[src/rtl/bdsd_pkg.sv]
package bdsd_pkg;
  typedef enum logic [1:0] {
    RANGE_OFF   = 2'd0,
    RANGE_20_56 = 2'd1,
    RANGE_5_15  = 2'd2,
    RANGE_10_30 = 2'd3
  } range_e;

  function automatic range_e decode_range(input logic [1:0] pins);
    case (pins)
      2'b01:   return RANGE_20_56;
      2'b10:   return RANGE_5_15;
      2'b11:   return RANGE_10_30;
      default: return RANGE_OFF;
    endcase
  endfunction
endpackage

[src/rtl/bdsd_mode_dec.sv]
module bdsd_mode_dec
  import bdsd_pkg::*;
(
  input  logic [1:0] mode_pins,
  input  logic       dir_in,
  output range_e     range_code,
  output logic       pd,
  output logic       ser_en,
  output logic       des_en
);
  always_comb begin
    range_code = decode_range(mode_pins);
    pd         = (range_code == RANGE_OFF);
    ser_en     = !pd && dir_in;
    des_en     = !pd && !dir_in;
  end
endmodule

[src/rtl/bdsd_ser.sv]
module bdsd_ser #(
  parameter int WIDTH = 12
) (
  input  logic             clk,
  input  logic             rst_n,
  input  logic             en,
  input  logic             flush,
  input  logic             strobe,
  input  logic [WIDTH-1:0] par_in,
  output logic             ready,
  output logic             bit_clk,
  output logic             bit_data
);
  localparam int FRAME = WIDTH + 2;
  localparam int CW    = $clog2(FRAME + 1);

  logic [FRAME-1:0] sh;
  logic [CW-1:0]    left;
  logic             strobe_q;
  logic             busy;
  logic             load;

  assign busy = (left != '0);
  assign load = en && !busy && strobe && !strobe_q;

  always_ff @(posedge clk or negedge rst_n) begin
    if (!rst_n) begin
      sh       <= '0;
      left     <= '0;
      strobe_q <= 1'b0;
    end else begin
      strobe_q <= strobe;
      if (flush) begin
        sh   <= '0;
        left <= '0;
      end else if (load) begin
        sh   <= {1'b1, par_in, 1'b0};
        left <= CW'(FRAME);
      end else if (busy) begin
        sh   <= {sh[FRAME-2:0], 1'b0};
        left <= left - CW'(1);
      end
    end
  end

  assign ready    = en && !busy;
  assign bit_clk  = busy;
  assign bit_data = busy && sh[FRAME-1];

  // the first bit of every frame is the start bit
  p_start_bit_r6: assert property (@(posedge clk) disable iff (!rst_n)
    $rose(bit_clk) |-> bit_data);

  // a frame in flight only counts down, strobes cannot reload it
  p_busy_count_r7: assert property (@(posedge clk) disable iff (!rst_n)
    (busy && !flush) |=> (left == $past(left) - CW'(1)));
endmodule

[src/rtl/bdsd_des.sv]
module bdsd_des #(
  parameter int WIDTH = 12
) (
  input  logic             clk,
  input  logic             rst_n,
  input  logic             en,
  input  logic             flush,
  input  logic             bit_clk,
  input  logic             bit_data,
  output logic [WIDTH-1:0] word,
  output logic             word_clk
);
  localparam int FRAME = WIDTH + 2;
  localparam int CW    = $clog2(FRAME + 1);

  logic [FRAME-2:0] sh;
  logic [CW-1:0]    cnt;
  logic             clk_q;
  logic [WIDTH-1:0] word_q;
  logic             wc;
  logic             take;
  logic [FRAME-1:0] frame;

  assign take  = en && bit_clk && !clk_q;
  assign frame = {sh, bit_data};

  always_ff @(posedge clk or negedge rst_n) begin
    if (!rst_n) begin
      sh     <= '0;
      cnt    <= '0;
      clk_q  <= 1'b0;
      word_q <= '0;
      wc     <= 1'b0;
    end else begin
      clk_q <= bit_clk;
      wc    <= 1'b0;
      if (flush) begin
        sh  <= '0;
        cnt <= '0;
      end else if (take) begin
        if (cnt == '0 && !bit_data) begin
          cnt <= '0;
        end else if (cnt == CW'(FRAME - 1)) begin
          cnt <= '0;
          sh  <= '0;
          if (frame[FRAME-1] && !frame[0]) begin
            word_q <= frame[FRAME-2:1];
            wc     <= 1'b1;
          end
        end else begin
          sh  <= {sh[FRAME-3:0], bit_data};
          cnt <= cnt + CW'(1);
        end
      end
    end
  end

  assign word     = word_q;
  assign word_clk = wc;

  // word clock is a single-cycle pulse
  p_wc_pulse_r8: assert property (@(posedge clk) disable iff (!rst_n)
    wc |=> !wc);

  // a word is only announced after a zero stop bit
  p_stop_ok_r9: assert property (@(posedge clk) disable iff (!rst_n)
    wc |-> !$past(bit_data));

  // the held word cannot move while the receiver is disabled
  p_word_hold_r10: assert property (@(posedge clk) disable iff (!rst_n)
    !en |=> $stable(word_q));
endmodule

[src/rtl/bdsd_top.sv]
module bdsd_top
  import bdsd_pkg::*;
#(
  parameter int WIDTH = 12
) (
  input  logic             clk,
  input  logic             rst_n,
  input  logic             dir_in,
  output logic             dir_out,
  input  logic [1:0]       mode_pins,
  output logic [1:0]       range_sel,
  output logic             pwr_down,
  input  logic [WIDTH-1:0] par_in,
  output logic [WIDTH-1:0] par_out,
  output logic             par_oe,
  input  logic             strobe,
  output logic             ser_ready,
  output logic             ser_clk_out,
  output logic             ser_data_out,
  input  logic             des_clk_in,
  input  logic             des_data_in,
  output logic             word_clk
);
  range_e range_code;
  logic   pd, ser_en, des_en;
  logic   dir_q, flush;

  bdsd_mode_dec u_dec (
    .mode_pins (mode_pins),
    .dir_in    (dir_in),
    .range_code(range_code),
    .pd        (pd),
    .ser_en    (ser_en),
    .des_en    (des_en)
  );

  always_ff @(posedge clk or negedge rst_n) begin
    if (!rst_n) dir_q <= 1'b0;
    else        dir_q <= dir_in;
  end

  assign flush = pd || (dir_in != dir_q);

  bdsd_ser #(.WIDTH(WIDTH)) u_ser (
    .clk     (clk),
    .rst_n   (rst_n),
    .en      (ser_en),
    .flush   (flush),
    .strobe  (strobe),
    .par_in  (par_in),
    .ready   (ser_ready),
    .bit_clk (ser_clk_out),
    .bit_data(ser_data_out)
  );

  bdsd_des #(.WIDTH(WIDTH)) u_des (
    .clk     (clk),
    .rst_n   (rst_n),
    .en      (des_en),
    .flush   (flush),
    .bit_clk (des_clk_in),
    .bit_data(des_data_in),
    .word    (par_out),
    .word_clk(word_clk)
  );

  assign dir_out   = ~dir_in;
  assign range_sel = range_code;
  assign pwr_down  = pd;
  assign par_oe    = des_en;

  // power-down silences the serial clock from the next cycle on
  p_pd_quiet_r4: assert property (@(posedge clk) disable iff (!rst_n)
    pwr_down |=> !ser_clk_out);
endmodule

[config.mk]
export PLATFORM = sky130hd
export DESIGN_NAME = bdsd_top
export DESIGN_NICKNAME = d
export VERILOG_FILES = /design/src/rtl/bdsd_pkg.sv /design/src/rtl/bdsd_mode_dec.sv /design/src/rtl/bdsd_ser.sv /design/src/rtl/bdsd_des.sv /design/src/rtl/bdsd_top.sv
export SDC_FILE = /design/constraint.sdc
export NUM_CORES = 1
export LEC_CHECK = 0
export CAP_MARGIN = 30
export CELL_PAD_IN_SITES_DETAIL_PLACEMENT = 2
export CELL_PAD_IN_SITES_GLOBAL_PLACEMENT = 2
export CORE_MARGIN = 1.5
export CORE_UTILIZATION = 37
export CTS_CLUSTER_DIAMETER = 50
export CTS_CLUSTER_SIZE = 28
export DETAILED_ROUTE_END_ITERATION = 16
export MAX_ROUTING_LAYER = met4
export PLACE_DENSITY = 0.92
export RECOVER_POWER = 25
export SETUP_SLACK_MARGIN = 0.3
export SYNTH_ARGS = -nofsm -noshare
export SYNTH_HDL_FRONTEND = slang
export SYNTH_SLANG_ARGS = --single-unit
[constraint.sdc]
create_clock -name clk -period 4.3 [get_ports clk]
set_input_delay 0.43 -clock clk [delete_from_list [all_inputs] [get_ports clk]]
set_output_delay 0.43 -clock clk [all_outputs]
set_load 0.02 [all_outputs]
==> qor.yml, run 1 <==
route:
  routedWlPerCell_um: 21.7
  routed_wl_um: 7500
  drcViolationCount: 1
  vias_per_cell: 5.92
  first_pass_iters: 10
  routed-via-count: 2041
  ant_nets: 0
  drt_iter0_markers: 81
power:
  seq_power_share_pct: 41.5
  power.internal_uw: 811
  p_leak_nw: 1.24
  p_sw_uw: 451
  p_total_mw: 1.26
  comb_power_share_pct: 30.7
  peakVddDrop_v: 0.000161
  pwr-share-clk_pct: 27.8
  power_density_nw_per_um2: 412
  p_sw_share_pct: 35.7
layout:
  drive_above_1_share_pct: 9.70
  fill_cells: 687
  seqCellArea_sq_um: 1250
  num_antenna_cells: 0
  multi_input_area_sq_um: 1130
  final_common_cell: "dfrtp_1"
  areaGrowthSynthToFinish_pct: 22.1
  nNetsFinal: 293
  final_cell_mix: "dfrtp_1 (50), clkdlybuf4s50_1 (37), nand2_1 (26)"
  final_util_pct: 47.5
sta:
  relSlewSlack_pct: -85.8
  fmax_mhz: 299
  rsz0062_at_grt: "no"
  layout_min_cycle_time_ps: 3350
  drv_slew: 51
  clock_skew_ps: 16.5
  worst_slew_pin_slew_ps: 2790
  final_hold_viol_count: 0
  finalSetupTns_ps: 0
  holdWs_ps: 501
  period_share_pct: 77.9
  setup_viol: 0
clock_network:
  insertion_delay_ps: 320
  cts_setup_buffers: 0
  numCtsBuffers: 5
  clkSinkCount: 50
  cts_hold_buf: 0
  cts.root.buffer_cell: "clkbuf_8"
  clk_pin_slew_worst_paths_ps: 80
  htreeDepth: 2
  cts-resized-gates: 0
  cts_tree: "yes"
  clock_path_buffers: 2
yosys:
  syn_area_per_cell_sq_um: 10.6
  yosysSeqAreaShare_pct: 49.8
  syn-cell-area_sq_um: 2510
  syn-instance-count: 237
  synthArstFlopShare_pct: 100
  yosysUniqueCellTypes: 41
  synth_top_cell_area_share_pct: 49.8
  synth_edf_count: 0
  yosysWarnings: 0
  synth_largest_area_cell: "dfrtp_1"
  syn_nets: 262
  synthTopCellsByArea: "dfrtp_1 (50%), mux2_1 (5.4%), mux2i_1 (5.2%)"
  ys_ff_latch: 50
  synth_flop_cell: "dfrtp_1"
setup_path:
  path_buf_inv: 3
  critPathSlowestCell: "clkdlybuf4s50_1"
  r2r_slack_ps: 1290
  slowest_delay_ps: 620
  required_ps: 3870
  worstSetupStartpoint: "u_ser.left[1]"
  endpoint: "ser_ready"
  path_depth: 6
  rr_worst_depth: 6
  cp.arrival_ps: 2920
  worst_setup_path_start_kind: "flip-flop"
  path_max_fanout: 30
  end_kind: "output pin"
  crit_type: "reg -> out"
  cp_cell_sequence: "inv_1, ha_1, nor3b_4, inv_2, nor2_1, clkdlybuf4s50_1"
  path_delay_family: "buffers and inverters"
  reg2reg_to: "u_ser.sh[3]"
  regToRegStartpoint: "u_ser.left[1]"
global_route:
  grt_max_degree: 51
  busiest_layer: "met2"
  use_met2_pct: 38.2
  grtUsageTotal_pct: 23.4
  grt_pass1_wl_um: 12600
  antenna_found_initial: 0
  met3_usage_pct: 4.09
  grt_pass1_vias: 2266
  grt_remaining_overflow: 0
  grt_use_met1_pct: 30.8
worst_hold_path:
  worstHoldPathType: "reg -> reg"
floorplan:
  io_pins: 41
  dieArea_sq_um: 7290
  die_height_um: 85.4
  die_w_um: 85.4
  core_region_area_sq_um: 6460
  rows: 29
  initial_core_util_pct: 38.9
run_status:
  status: "finished, violations left"
  violations: "design-rule violations, max-capacitance violations, max-slew violations"
place:
  port_buffers: 40
  hpwl_um: 4700
  place.gp.congestion: 0.798
run:
  maxCapViolations: 1
## power groups by stage
stage	registers, mW	clock network (mW)	logic (mW)
floorplan	0.525	0	0.267
global placement	0.530	0	0.354
detailed placement	0.532	0	0.376
CTS	0.524	0.356	0.387
global route	0.528	0.378	0.420
finish	0.524	0.351	0.387
## worst min-delay path by stage
stage	startpoint	endpoint	cells after the start
2_1_floorplan	rst_n	dir_q	0
3_3_place_gp	u_des.word[4]	u_des.word[4]	1
3_5_place_dp	u_des.word[4]	u_des.word[4]	1
4_1_cts	rst_n	u_ser.sh[8]	2
5_1_grt	u_des.word[3]	u_des.word[3]	1
6_report	u_des.word[7]	u_des.word[7]	1
## cells in the mapped netlist (2+ instances only)
cell       n
dfrtp_1   50
mux2_1    12
nand4_1   17
nor2_1     3
xnor2_1    2
nand2_1   26
o21ai_1    3
or4_1      2
a311oi_1   5
a311oi_2   6
nor3b_1    2
inv_2      2
clkbuf_1  18
buf_2      3
nand3_1   17
a21oi_1    7
mux2i_1   13
inv_1      7
ha_1       5
a31oi_1    2
nor4_1    12
nor3_1     2
o31ai_1    2
buf_6      2
## worst reg2reg max path: cells and delay by family, from the launching register on
family	cells	cell delay (ps)
buffers and inverters	2	540
flip-flops	1	410
AND/OR/NAND/NOR	2	1390
AO/OA/AOI/OAI	1	380
adder cells (fa/ha/maj)	1	200
## state kept, by name, summed over array words and instances, names as in the netlist
signal	flops
u_des.sh	13
u_ser.sh	13
u_des.word	12
u_des.cnt	4
u_ser.left	4
dir_q	1
u_des.clk_q	1
u_des.word_clk	1
u_ser.strobe_q	1
## per-layer routing
metal | wire length [um] | up-vias
li1 | - | 929
met2 | 3740 | 34
met4 | 67 | 0
met1 | 3510 | 1072
met3 | 191 | 6
met5 | 0 | -
## metrics by stage
stage,setup slack (ps),area [sq um],instances
2_1_floorplan,2190,2510,237
3_3_place_gp,1500,2950,337
3_5_place_dp,1370,2950,337
4_1_cts,937,3060,344
5_1_grt,772,3070,345
6_report,951,3070,345
## logic make-up (layout without fill, tap and decap cells)
kind of cell    count (synthesis)  after routing  share of synthesized area [%]
buf+inv                        32             63                           5.53
mux                            26             26                           11.0
simple gates                   94             94                           21.1
fa+ha+maj                       5              5                           2.49
xor+xnor                        3              3                           1.05
flops                          50             50                           49.8
compound gates                 27             27                           8.97
## area by class of cell
type	count	share of cell area [%]
Clock buffer	6	2.69
Clock inverter	1	0.979
Inverter	9	1.10
Multi-Input combinational cell	155	36.8
Sequential cell	50	40.8
Tap cell	77	3.14
Timing Repair Buffer	47	14.5
(Power assumes the default switching activity.)
==> inputs of run 2 (changes only) <==
--- a/config.mk
+++ b/config.mk
@@ -9,12 +9,12 @@
 export CELL_PAD_IN_SITES_DETAIL_PLACEMENT = 2
 export CELL_PAD_IN_SITES_GLOBAL_PLACEMENT = 2
 export CORE_MARGIN = 1.5
-export CORE_UTILIZATION = 37
+export CORE_UTILIZATION = 34
 export CTS_CLUSTER_DIAMETER = 50
 export CTS_CLUSTER_SIZE = 28
 export DETAILED_ROUTE_END_ITERATION = 16
 export MAX_ROUTING_LAYER = met4
-export PLACE_DENSITY = 0.92
+export PLACE_DENSITY = 0.86
 export RECOVER_POWER = 25
 export SETUP_SLACK_MARGIN = 0.3
 export SYNTH_ARGS = -nofsm -noshare
==> constraint.sdc (replaced) <==
create_clock -name clk -period 3.1 [get_ports clk]
set_input_delay 0.31 -clock clk [delete_from_list [all_inputs] [get_ports clk]]
set_output_delay 0.31 -clock clk [all_outputs]
set_load 0.02 [all_outputs]
==> run 2 against run 1 <==
  * The flow finishes with violations (max-capacitance violations, max-slew violations)
  * Total power grew 33%
  * Clock power grew 17%
  * Flip-flop and latch count is the same
  * Non-clock buffer count increased by 1
  * Worst setup slack worse by 470 ps
  * Critical path type unchanged
  * Highest routed layer unchanged
  * Utilization is 4.7 points lower
  * Largest power group unchanged
  * First-iteration DRC count rose by 8.6%
  * Die area rose by 8.5%
  * Critical path depth stayed put
==> qor.yml, run 2 (same netlist as run 1, synthesis figures left out) <==
sta:
  finalSetupTns_ps: 0  # unchanged
  period_share_pct: 84.4
  rsz0062_at_grt: "no"
  drv_slew: 35  # -31%
  holdWs_ps: 504  # +3.05 ps
  relSlewSlack_pct: -27.2  # +59 points
  fmax_mhz: 382
  clock_skew_ps: 10.6  # -5.92 ps
  final_hold_viol_count: 0  # unchanged
  setup_viol: 0  # unchanged
  layout_min_cycle_time_ps: 2620
  worst_slew_pin_slew_ps: 1910  # -880 ps
floorplan:
  dieArea_sq_um: 7910  # +8.5%
  io_pins: 41  # unchanged
  die_w_um: 88.9  # +4.2%
  die_height_um: 88.9  # +4.2%
  initial_core_util_pct: 34.8  # -4.1 points
  rows: 31  # +6.9%
  core_region_area_sq_um: 7210  # +12%
layout:
  final_cell_mix: "dfrtp_1 (50), clkdlybuf4s50_1 (37), nand2_1 (26)"
  areaGrowthSynthToFinish_pct: 23.0
  num_antenna_cells: 0  # unchanged
  drive_above_1_share_pct: 10.4  # +0.67 points
  final_util_pct: 42.8  # -4.7 points
  final_common_cell: "dfrtp_1"
  design_area_sq_um: 3090  # +0.73%
  nNetsFinal: 294  # +0.34%
clock_network:
  numCtsBuffers: 5  # unchanged
  cts-resized-gates: 0  # unchanged
  clkSinkCount: 50  # unchanged
  insertion_delay_ps: 310  # about the same
  clock_path_buffers: 2  # unchanged
  clk_pin_slew_worst_paths_ps: 110  # +30 ps
  cts.root.buffer_cell: "clkbuf_8"
  cts_setup_buffers: 0  # unchanged
  cts_hold_buf: 0  # unchanged
  cts_tree: "yes"
  htreeDepth: 2  # unchanged
setup_path:
  crit_type: "reg -> out"
  required_ps: 2790  # -1080 ps
  end_kind: "output pin"
  path_max_fanout: 30  # unchanged
  cp.arrival_ps: 2310  # -610 ps
  worst_setup_path_start_kind: "flip-flop"
power:
  power_density_nw_per_um2: 543  # +32%
  p_total_mw: 1.68  # +33%
  p_leak_nw: 1.24  # -0.12%
  peakVddDrop_v: 0.000287  # +78%
route:
  routedWlPerCell_um: 19.1  # -12%
  routed-via-count: 2016  # -1.2%
  first_pass_iters: 4  # -6
  vias_per_cell: 5.46  # -7.6%
  ant_nets: 0  # unchanged
  routed_wl_um: 7050  # -6.0%
  drcViolationCount: 0  # -1
  drt_iter0_markers: 88  # +8.6%
place:
  place.gp.congestion: 0.751  # -5.9%
  port_buffers: 40  # unchanged
  dpl_cell_area_sq_um: 2990  # +1.4%
  hpwl_um: 4880  # +3.9%
global_route:
  antenna_found_initial: 0  # unchanged
  grtUsageTotal_pct: 20.1  # -3.3 points
  grt_pass1_vias: 2144  # -5.4%
  grt_max_degree: 35  # -31%
  grt_pass1_wl_um: 11600  # -8.1%
  grt_remaining_overflow: 0  # unchanged
worst_hold_path:
  worstHoldPathType: "reg -> reg"
run:
  maxCapViolations: 1  # unchanged
run_status:
  violations: "max-capacitance violations, max-slew violations"
  status: "finished, violations left"
run 2: cell types whose count changed in the layout (fill, tap and decap cells not counted), sizes merged:
cell,previous run,this run
inv,9,10
buf,7,8
bufinv,1,0
clkinv,0,2
clkbuf,7,6
run 2: cell type report:
cell class | count | area [sq um]
fillers | 778 | 4130
flip-flops and latches | 50 | 1250
multi-input cells | 155 | 1130
repair buffers | 48 | 454
well taps | 99 | 124
clock buffers | 5 | 68.8
inverters | 9 | 33.8
clock inverters | 3 | 28.8
run 2: critical path: stages (launching register included):
cell	delay, ps
dfrtp_1	380
inv_1	90
ha_1	210
nor3b_4	160
inv_2	360
and2_1	200
clkdlybuf4s50_1	600
run 2: worst paths after layout:
| kind | end | cells past startpoint | slack (ps) | start |
|---|---|---|---|---|
| min reg2reg | u_des.word[3] | 1 | 500 | u_des.word[3] |
| max in group asynchronous | u_des.word[1] | 2 | 1450 | rst_n |
| max reg2reg | u_ser.sh[8] | 6 | 770 | u_ser.left[0] |
| min in group asynchronous | u_ser.sh[7] | 1 | 510 | rst_n |
| max | ser_data_out | 6 | 480 | u_ser.left[0] |
| min | u_des.word[3] | 1 | 500 | u_des.word[3] |
run 2: metrics by stage:
step,setup WS [ps],cells
2_1_floorplan,1110,237
3_3_place_gp,788,361
3_5_place_dp,666,361
4_1_cts,450,369
5_1_grt,350,369
6_report,484,369
run 2: layer usage:
layer	track usage [%]	vias up	share of wire, %
met5	-	-	0
li1	-	934	-
met2	33.1	36	51
met4	3.78	0	0.72
met3	3.05	5	2.4
met1	26.6	1041	46
run 2: report_power, final:
group	internal (mW)	total, mW	switching [mW]
Sequential	0.691	0.725	0.0337
Clock	0.168	0.412	0.244
Combinational	0.190	0.542	0.352
Total	1.05	1.68	0.630
==> inputs of run 3 (changes only) <==
--- a/config.mk
+++ b/config.mk
@@ -9,12 +9,12 @@
 export CELL_PAD_IN_SITES_DETAIL_PLACEMENT = 2
 export CELL_PAD_IN_SITES_GLOBAL_PLACEMENT = 2
 export CORE_MARGIN = 1.5
-export CORE_UTILIZATION = 34
+export CORE_UTILIZATION = 31
 export CTS_CLUSTER_DIAMETER = 50
 export CTS_CLUSTER_SIZE = 28
 export DETAILED_ROUTE_END_ITERATION = 16
 export MAX_ROUTING_LAYER = met4
-export PLACE_DENSITY = 0.86
+export PLACE_DENSITY = 0.83
 export RECOVER_POWER = 25
 export SETUP_SLACK_MARGIN = 0.3
 export SYNTH_ARGS = -nofsm -noshare
==> constraint.sdc (replaced) <==
create_clock -name clk -period 2.25 [get_ports clk]
set_input_delay 0.225 -clock clk [delete_from_list [all_inputs] [get_ports clk]]
set_output_delay 0.225 -clock clk [all_outputs]
set_load 0.02 [all_outputs]
==> run 3 against run 2 <==
  * The flow still finishes with violations (max-capacitance violations, max-slew violations)
  * Wire length rose by 22%
  * First-iteration DRC count fell by 30%
  * Hold slack worse by 0.78 ps
  * Sequential power up 39%
  * Global-route usage is 0.85 points higher
  * Sequential share of layout area shrank 3.8 points
  * Cell count is 5.7% higher
  * Worst setup slack worse by 170 ps
  * Clock skew is 5.1 ps higher
  * Critical path depth is 2 lower
==> qor.yml, run 3 (same netlist as run 1, synthesis figures left out) <==
layout:
  num_antenna_cells: 0  # unchanged
  final_common_cell: "dfrtp_1"
  nNetsFinal: 312  # +6.1%
  instances_no_fill: 390  # +5.7%
  final_cell_mix: "dfrtp_1 (50), clkdlybuf4s50_1 (31), nand2_1 (26)"
  areaGrowthSynthToFinish_pct: 35.9
  drive_above_1_share_pct: 20.5  # +10 points
place:
  place.gp.congestion: 0.848  # +13%
  hpwl_um: 5160  # +5.7%
  dp_cells: 375  # +3.9%
  port_buffers: 40  # unchanged
sta:
  finalSetupTns_ps: 0  # unchanged
  drv_slew: 25  # -29%
  clock_skew_ps: 15.6  # +5.07 ps
  worst_slew_pin_slew_ps: 1530  # -379 ps
  period_share_pct: 86.2
  rsz0062_at_grt: "yes"
  final_hold_viol_count: 0  # unchanged
  layout_min_cycle_time_ps: 1940
  setup_viol: 0  # unchanged
  relSlewSlack_pct: -1.90  # +25 points
  fmax_mhz: 516
route:
  drt_iter0_markers: 62  # -30%
  drcViolationCount: 0  # unchanged
  routedWlPerCell_um: 22.0  # +15%
  routed_wl_um: 8590  # +22%
  first_pass_iters: 4  # unchanged
  routed-via-count: 2139  # +6.1%
  ant_nets: 0  # unchanged
  vias_per_cell: 5.48  # +0.39%
clock_network:
  numCtsBuffers: 5  # unchanged
  clk_pin_slew_worst_paths_ps: 100  # about the same
  cts.root.buffer_cell: "clkbuf_8"
  insertion_delay_ps: 310  # about the same
  clock_path_buffers: 2  # unchanged
  htreeDepth: 2  # unchanged
  cts_tree: "yes"
  clkSinkCount: 50  # unchanged
global_route:
  grt_pass1_wl_um: 13400  # +15%
  grt_remaining_overflow: 0  # unchanged
  grtUsageTotal_pct: 20.9  # +0.85 points
  grt_max_degree: 33  # -5.7%
  antenna_found_initial: 0  # unchanged
  grt_pass1_vias: 2381  # +11%
floorplan:
  rows: 32  # +3.2%
  initial_core_util_pct: 32.3  # -2.5 points
  die_height_um: 93  # +4.6%
  die_w_um: 93  # +4.6%
  dieArea_sq_um: 8650  # +9.3%
  core_region_area_sq_um: 7770  # +7.7%
  io_pins: 41  # unchanged
run_status:
  status: "finished, violations left"
  violations: "max-capacitance violations, max-slew violations"
power:
  p_leak_nw: 1.38  # +12%
  peakVddDrop_v: 0.000337  # +17%
  power_density_nw_per_um2: 824  # +52%
setup_path:
  rr_worst_depth: 7  # +1
  r2r_slack_ps: 330  # -440 ps
  cp.arrival_ps: 1710  # -600 ps
  regToRegStartpoint: "u_ser.left[0]"
  reg2reg_to: "u_ser.sh[10]"
  worst_setup_path_start_kind: "primary input"
  end_kind: "output pin"
  crit_type: "in -> out"
  required_ps: 2030  # -760 ps
  path_max_fanout: 5  # -83%
worst_hold_path:
  timing.hold.worst_endpoint: "u_des.word[11]"
  min_from: "u_des.word[11]"
  holdPathStages: 1  # unchanged
  worstHoldPathType: "reg -> reg"
run:
  maxCapViolations: 1  # unchanged
## run 3: metal layers
layer	vias up	GRT usage [%]	wire length [um]
li1	965	-	-
met4	0	5.43	103
met5	-	-	0
met3	8	2.85	267
met2	47	35.5	4440
met1	1119	26.4	3790
## run 3: worst max-delay path by stage
stage          slack (ps)       endpoint  cells past startpoint          start
2_1_floorplan         350      ser_ready                      7  u_ser.left[0]
3_3_place_gp          260  u_des.word[6]                      6         dir_in
3_5_place_dp          140  u_des.word[1]                      6         dir_in
4_1_cts               280      ser_ready                      6  u_ser.left[1]
5_1_grt               250    u_ser.sh[6]                      8  u_ser.left[0]
6_report              310        dir_out                      4         dir_in
## run 3: layout make-up
cell class / count / area (sq um)
Clock buffer: 5 / 68.8
Timing Repair Buffer: 66 / 633
Inverter: 9 / 36.3
Sequential cell: 50 / 1250
Clock inverter: 3 / 68.8
Multi-Input combinational cell: 155 / 1230
Fill cell: 802 / 4350
Tap cell: 102 / 128
## run 3: stage by stage
step,utilization [%],total power [mW],hold WS [ps],setup slack (ps),area [sq um]
floorplan,-,1.51,-70.6,348,2510
global placement,40.0,1.81,266,258,3100
detailed placement,40.0,1.84,274,136,3100
CTS,42.5,2.68,389,284,3300
global route,43.9,2.93,497,247,3410
finish,43.9,2.81,503,311,3410
## run 3: worst max-delay path, cell delays in order
cell,delay (ps)
dlygate4sd3_1,640
buf_4,190
inv_1,50
clkdlybuf4s50_1,610
## run 3: timing repair
| item | CTS | global route |
|---|---|---|
| hold buffers | 1 | 0 |
| endpoints found under the hold margin | 24 | 0 |
| pin swaps | 1 | 1 |
| gates cloned | 0 | 1 |
| buffers inserted | 3 | 2 |
| gates resized for setup | 16 | 14 |
| setup endpoints to repair | 18 | 13 |
## run 3: power by group
| part | internal, mW | leakage, nW | total (mW) | switching, mW |
|---|---|---|---|---|
| Clock | 0.446 | 0.0683 | 0.780 | 0.334 |
| Combinational | 0.404 | 0.627 | 1.03 | 0.623 |
| Sequential | 0.952 | 0.688 | 1.01 | 0.0550 |
| Total | 1.80 | 1.38 | 2.81 | 1.01 |
